--- src/rtl/tdl_pkg.sv ---
package tdl_pkg;
    typedef enum logic {
        ST_RUN  = 1'b0,
        ST_HOLD = 1'b1
    } upd_state_t;
endpackage

--- src/rtl/tdl_shift_chain.sv ---
module tdl_shift_chain #(
    parameter int DEPTH = 256
) (
    input  logic             clk,
    input  logic             rst,
    input  logic             din,
    output logic [DEPTH-1:0] taps
);
    always_ff @(posedge clk) begin
        if (rst) taps[0] <= 1'b0;
        else     taps[0] <= din;
    end

    for (genvar i = 1; i < DEPTH; i++) begin : g_stage
        always_ff @(posedge clk) begin
            if (rst) taps[i] <= 1'b0;
            else     taps[i] <= taps[i-1];
        end
    end
endmodule

--- src/rtl/tdl_idle_timer.sv ---
module tdl_idle_timer #(
    parameter int LIMIT = 256,
    parameter int CNT_W = 9
) (
    input  logic clk,
    input  logic rst,
    input  logic din,
    input  logic last_sample,
    output logic idle_full
);
    localparam logic [CNT_W-1:0] LIM = CNT_W'(LIMIT);

    logic [CNT_W-1:0] quiet_cnt;
    logic             changed;

    assign changed = din ^ last_sample;

    always_ff @(posedge clk) begin
        if (rst)                  quiet_cnt <= '0;
        else if (changed)         quiet_cnt <= '0;
        else if (quiet_cnt != LIM) quiet_cnt <= quiet_cnt + 1'b1;
    end

    // quiet for the whole chain and still quiet on this edge
    assign idle_full = (quiet_cnt == LIM) && !changed;
endmodule

--- src/rtl/tdl_update_ctrl.sv ---
module tdl_update_ctrl
    import tdl_pkg::*;
#(
    parameter int CODE_W = 8
) (
    input  logic              clk,
    input  logic              rst,
    input  logic              req,
    input  logic [CODE_W-1:0] req_code,
    input  logic              idle_full,
    output logic [CODE_W-1:0] code_q,
    output logic              pend_q
);
    upd_state_t        state, nxt;
    logic [CODE_W-1:0] wait_code;
    logic              do_apply;

    always_comb begin
        nxt = state;
        unique case (state)
            ST_RUN:  if (req) nxt = ST_HOLD;
            ST_HOLD: if (!req && idle_full) nxt = ST_RUN;
            default: nxt = ST_RUN;
        endcase
    end

    assign do_apply = (state == ST_HOLD) && (nxt == ST_RUN);

    always_ff @(posedge clk) begin
        if (rst) state <= ST_RUN;
        else     state <= nxt;
    end

    always_ff @(posedge clk) begin
        if (rst) begin
            wait_code <= '0;
            code_q    <= '0;
            pend_q    <= 1'b0;
        end else begin
            if (req)      wait_code <= req_code;
            if (do_apply) code_q    <= wait_code;
            pend_q <= (nxt == ST_HOLD);
        end
    end
endmodule

--- src/rtl/tap_delay_line.sv ---
module tap_delay_line #(
    parameter int CODE_W = 8
) (
    input  logic              clk,
    input  logic              rst,
    input  logic              sig_in,
    input  logic              upd_req,
    input  logic [CODE_W-1:0] upd_code,
    output logic              sig_out,
    output logic [CODE_W-1:0] tap_sel,
    output logic              upd_pending
);
    localparam int DEPTH = 1 << CODE_W;
    localparam int CNT_W = $clog2(DEPTH + 1);

    logic [DEPTH-1:0] taps;
    logic             idle_full;

    tdl_shift_chain #(.DEPTH(DEPTH)) u_chain (
        .clk  (clk),
        .rst  (rst),
        .din  (sig_in),
        .taps (taps)
    );

    tdl_idle_timer #(.LIMIT(DEPTH), .CNT_W(CNT_W)) u_timer (
        .clk         (clk),
        .rst         (rst),
        .din         (sig_in),
        .last_sample (taps[0]),
        .idle_full   (idle_full)
    );

    tdl_update_ctrl #(.CODE_W(CODE_W)) u_ctrl (
        .clk       (clk),
        .rst       (rst),
        .req       (upd_req),
        .req_code  (upd_code),
        .idle_full (idle_full),
        .code_q    (tap_sel),
        .pend_q    (upd_pending)
    );

    always_ff @(posedge clk) begin
        if (rst) sig_out <= 1'b0;
        else     sig_out <= taps[tap_sel];
    end
endmodule

--- config.mk ---
export PLATFORM = sky130hd
export DESIGN_NAME = tap_delay_line
export DESIGN_NICKNAME = d
export VERILOG_FILES = /design/src/rtl/tdl_pkg.sv /design/src/rtl/tdl_shift_chain.sv /design/src/rtl/tdl_idle_timer.sv /design/src/rtl/tdl_update_ctrl.sv /design/src/rtl/tap_delay_line.sv
export SDC_FILE = /design/constraint.sdc
export NUM_CORES = 1
export LEC_CHECK = 0
export ABC_CLOCK_PERIOD_IN_PS = 2400
export BUFFER_PORTS_ARGS = -buffer_cell sky130_fd_sc_hd__buf_2
export CAP_MARGIN = 10
export CORE_UTILIZATION = 40
export CTS_CLUSTER_DIAMETER = 80
export DETAILED_ROUTE_END_ITERATION = 6
export GPL_ROUTABILITY_DRIVEN = 1
export PLACE_DENSITY_LB_ADDON = 0.08
export SYNTH_ARGS = -nofsm -noshare
export SYNTH_HDL_FRONTEND = slang
export SYNTH_SLANG_ARGS = --single-unit
--- constraint.sdc ---
create_clock -name clk -period 2.4 [get_ports clk]
set_input_delay 0.24 -clock clk [delete_from_list [all_inputs] [get_ports clk]]
set_output_delay 0.24 -clock clk [all_outputs]
set_load 0.02 [all_outputs]
Yosys cells after proc, flatten, opt, wreduce, memory -nomap -nowiden --
Cells that the tools add are included.
Cells by class: $add $sub $neg 1, multipliers 0, divide/modulo/power cells 0, $lt $le $gt $ge 1, equal/unequal tests 2, shift-type cells 0, muxes and demuxes 5, bitwise logic cells 3, reductions and logical operators 6
Operators with widths (number):
- 9-bit by 1-bit adder with 9-bit output (second input constant) | 1
- 9-bit equality test (second input constant) | 1
- 8-bit by 9-bit less-than comparator with 1-bit output (second input constant) | 1
- 9-bit inequality test (second input constant) | 1
- 1-bit binary-select mux with 8-bit select | 1
- 1-bit logical AND | 3
- 1-bit 2-to-1 mux | 3
- 1-bit zero test | 2
- 1-bit inverter | 2
- 1-bit one-hot mux with 2 select lines | 1
- 2-bit OR reduction | 1
- 1-bit bitwise XOR | 1
Storage, ports and cells: register bits after elaboration 283, bits in latches 0, RAM bits 0, bits in read-only memories 0, input port bits 12, output and inout bits 10, logic and storage cells 279, memories 0

Longest topological paths before layout --
depth in word-level cells 8, gate-level depth with buffers 10, depth with buffers taken out 7

Hierarchy --
From an unflattened synthesis, not the netlist that was laid out.
Unflattened totals: cells, all modules 868, area, all modules 10308.6 um^2
By module, submodules not included:
- tdl_shift_chain | times used 1, cells each 540, area each 6864.1 um^2, sequential area each 5124.9 um^2
- tap_delay_line | times used 1, cells each 209, area each 2287.2 um^2, sequential area each 20.0 um^2
- tdl_update_ctrl | times used 1, cells each 65, area each 695.7 um^2, sequential area each 340.3 um^2
- tdl_idle_timer | times used 1, cells each 54, area each 461.7 um^2, sequential area each 180.2 um^2

Worst setup path before layout --
No wires, ideal clock.
kind flip-flop to flip-flop, start point register u_ctrl.code_q[0], end point register sig_out, data arrival time 2.037 ns, data required time 2.279 ns, setup slack 0.242 ns, cell stages (with the launch flop) 9, buffers on the path 2, period minus slack after synthesis 2.158 ns, path through dfxtp_1 -> buf_6 -> buf_8 -> mux4_2 -> mux4_2 -> a21oi_1 -> o21ai_1 -> o21ai_1 -> o22ai_1
On the way: cells in the longest elaborated chain, start to end 2
RTL lines:
- start: declaration | RTL line tdl_update_ctrl.sv:11 | output logic [CODE_W-1:0] code_q,
- start signal: assignment | RTL line tdl_update_ctrl.sv:41 | if (do_apply) code_q <= wait_code;
- 1-bit binary-select mux with 8-bit select | RTL line tap_delay_line.sv:46 | else sig_out <= taps[tap_sel];
- 1-bit 2-to-1 mux (implied by the code) | RTL line tap_delay_line.sv:46
- end signal: assignment | RTL line tap_delay_line.sv:46
- end: declaration | RTL line tap_delay_line.sv:9 | output logic sig_out,
Every way passes these cells. The select of a mux whose other input is x is not followed. A chain may end at the register's enable or synchronous reset.

Worst setup path after layout --
Same ends and word-level chain as after synthesis.

==> results_dict.tcl <==
set metrics [dict create \
    outcome "finished clean" \
    post-cts-setup-buffers 0 \
    crit_path_end_kind "flip-flop" \
    clock_sinks 283 \
    start_kind "flip-flop" \
    die-area_um2 26000 \
    worst_pin_slew_ns 1.03 \
    cp.arrival_ns 2.67 \
    clock_latency_ns 0.55 \
    rsz0062_at_grt "false" \
    cts-root-buf "clkbuf_16" \
    cts_resized 0 \
    multiInputGateArea_um2 4150 \
    core_region_area_um2 24600 \
    r2r_cells 8 \
    worst-setup-path-type "reg -> reg" \
    routed_wl_um 20700 \
    overflow 0 \
    min_from "upd_req" \
    area.growth.synth_to_final_pct 16.3 \
    dr.pass1.iters 4 \
    via_per_inst 4.89 \
    io_buffers 21 \
    setup_viol 0 \
    hold_viol 0 \
    fin_crit_sh_pct 92.6 \
    syn_area_um2 10100 \
    synth_compound_area_share_pct 3.40 \
    start_util_pct 41.1 \
    grt_start_max_net_pins 172 \
    holdWs_ns 0.110 \
    remaining_drc_errors 0 \
    synthArstFlopShare_pct 0 \
    clk_path_buf_depth 3 \
    antenna_found_initial 0 \
    place.gp.congestion 0.791 \
    syn_area_per_cell_um2 11.8 \
    ant_nets 0 \
    peakVddDrop_v 0.000527 \
    seqCellArea_um2 5670 \
    n_antenna_cell 0 \
    yosys_most_used_dff "dfxtp_1" \
    n_fill_cell 2206 \
    post_route_cells_drive_above_1_share_pct 17.2 \
    power.density_nw_per_um2 821 \
    grt_pass1_wl_um 34200 \
    relSlewSlack_pct 31.4 \
    synth-edff-count 0 \
    dp_hpwl_um 13200 \
    synthSimpleGateAreaFrac_pct 20.3 \
    path_clk_slew_ns 0.07 \
    nNetsFinal 905 \
    r2r-end "sig_out" \
    yosys.area_share.xor_xnor_pct 0.692 \
    placementRows 57 \
    die_w_um 161 \
    cts_buffers 29 \
    finalSetupTns_ns 0 \
    critical_path_required_ns 2.85 \
    syn_inst 859 \
    fin_worst_skew_ns 0.0232 \
    cts_tree "yes" \
    synth_seq_cells 283 \
    leakagePower_uw 0.00439 \
    top_level_ports 22 \
    grt_pass1_vias 6314 \
    fin_crit_ns 2.22 \
    routedWlPerCell_um 16.7 \
    max_cap_viol_count 0 \
    num_vias 6052 \
    synth_cell_types 44 \
    slew_violations 0 \
    dieHeight_um 161 \
    muxShareOfSynthArea_pct 16.3 \
    synthAdderAreaFrac_pct 0.247 \
    drt_iter0_drc 373 \
    hold_depth 3 \
    path_max_fanout 14 \
    synth_nets 873 \
    rrSetupSlack_ns 0.18 \
    hold_class "in -> reg" \
    ys_seq_area_share_pct 56.0 \
    track_usage_pct 16.4 \
    synth_top_family_by_area "simple AND/OR/NAND/NOR gates" \
    max_freq_mhz 450 \
    htree_levels 1 \
    timing.rr.start "u_ctrl.code_q[0]" \
    whs_endpoint "u_ctrl.pend_q" \
    synth_warnings 0 \
]
critical path: stages, from the launching register on:
cell	delay (ns)
dfxtp_4	0.53
buf_4	0.31
buf_4	0.19
mux2i_1	0.09
o221ai_1	0.19
a21oi_1	0.09
nor3_1	0.34
nand4_1	0.23
o22ai_1	0.15
worst max-delay path by stage:
stage / slack (ns) / cells past startpoint / startpoint / to
global route: 0.05 / 8 / u_ctrl.code_q[0] / sig_out
detailed placement: 0.19 / 8 / u_ctrl.code_q[0] / sig_out
finish: 0.18 / 8 / u_ctrl.code_q[0] / sig_out
floorplan: 0.24 / 8 / u_ctrl.code_q[0] / sig_out
CTS: 0.13 / 8 / u_ctrl.code_q[0] / sig_out
global placement: 0.20 / 8 / u_ctrl.code_q[0] / sig_out
cells by family (layout without fill, tap and decap cells):
| family | count (synthesis) | count (layout) |
|---|---|---|
| DFF | 283 | 283 |
| muxes | 103 | 103 |
| and+or+nand+nor | 348 | 348 |
| AOI/OAI and AO/OA | 50 | 50 |
| buffers and inverters | 65 | 119 |
| xor gates and xnor gates | 8 | 8 |
| adders and majority gates | 2 | 2 |
power breakdown:
group	internal, uW	switching (uW)	leakage (uW)
Combinational	43.1	96.9	0.00159
Clock	2960	1840	0.000510
Sequential	4710	11.0	0.00228
Total	7710	1950	0.00439
per-stage QoR:
step	worst slack [ns]	instance area, um^2	instances	total power, uW	util [%]
6_report	0.178	11800	1237	9660	47.8
5_1_grt	0.0494	11800	1237	10000	47.8
4_1_cts	0.126	11800	1237	9780	47.8
3_5_place_dp	0.193	10600	1175	4960	43.3
3_3_place_gp	0.203	10600	1175	4950	43.3
2_1_floorplan	0.242	10100	859	4920	-
synth_stat cells (2+ instances only):
| library cell | n | area [um^2] |
|---|---|---|
| dfxtp_1 | 283 | 5670 |
| nor2b_1 | 259 | 1620 |
| mux2i_1 | 49 | 490 |
| mux4_2 | 49 | 1100 |
| clkbuf_1 | 43 | 161 |
| nor2_1 | 35 | 131 |
| nand2_1 | 14 | 52.6 |
| a21oi_1 | 10 | 50.1 |
| nand3_1 | 10 | 50.1 |
| o221ai_1 | 8 | 70.1 |
| o22ai_1 | 8 | 50.1 |
| buf_2 | 6 | 30.0 |
| inv_1 | 6 | 22.5 |
| nand2b_1 | 6 | 37.5 |
| xor2_1 | 6 | 52.6 |
| buf_4 | 5 | 37.5 |
| mux2_2 | 5 | 56.3 |
| nand4_1 | 5 | 31.3 |
| o21ai_0 | 5 | 25.0 |
| and2_1 | 4 | 25.0 |
| buf_6 | 4 | 45.0 |
| nor3_1 | 4 | 20.0 |
| o211ai_1 | 3 | 22.5 |
| a211oi_1 | 2 | 15.0 |
| a311oi_1 | 2 | 17.5 |
| a31oi_1 | 2 | 12.5 |
| and3_1 | 2 | 12.5 |
| and4_1 | 2 | 17.5 |
| and4b_1 | 2 | 20.0 |
| ha_1 | 2 | 25.0 |
| o2111ai_1 | 2 | 17.5 |
| o21ai_1 | 2 | 10.0 |
| or3_1 | 2 | 12.5 |
| xnor2_1 | 2 | 17.5 |
registers in the layout, summed over array words and instances (netlist names):
name and cells:
u_chain.taps 256, u_timer.quiet_cnt 9, u_ctrl.code_q 8, u_ctrl.wait_code 8, sig_out 1, u_ctrl.pend_q 1
cells in the final DEF (no fill, tap or decap), types with 7 or more instances in the layout:
cell type,count
dfxtp_1,281
nor2b_1,259
mux2i_1,49
mux4_2,49
nor2_1,35
clkbuf_16,29
buf_4,25
buf_2,20
nand2_1,14
nand3_1,10
a21oi_1,10
dlygate4sd3_1,9
o22ai_1,8
o221ai_1,8
clkbuf_8,8
clkinv_2,7
layer usage:
metal	vias up	GRT usage [%]	routed length, um	part of all wire [%]
met2	83	25.6	9200	44
met4	0	4.72	495	2.4
li1	2976	-	-	-
met3	32	2.93	730	3.5
met5	-	0	0	0
met1	2961	23.2	10300	50
what timing repair did:
action | 4_1_cts | 5_1_grt
hold endpoints to repair | 9 | 0
hold buffers | 9 | 0
endpoints found under the setup margin | 0 | 0
cell type report:
| type | count | area share (%) |
|---|---|---|
| Inverter | 6 | 0.191 |
| Clock buffer | 39 | 7.08 |
| Multi-Input combinational cell | 511 | 35.2 |
| Sequential cell | 283 | 48.2 |
| Tap cell | 324 | 3.44 |
| Clock inverter | 14 | 1.70 |
| Timing Repair Buffer | 60 | 4.18 |
Note: power is estimated with default switching activity, not from simulation.
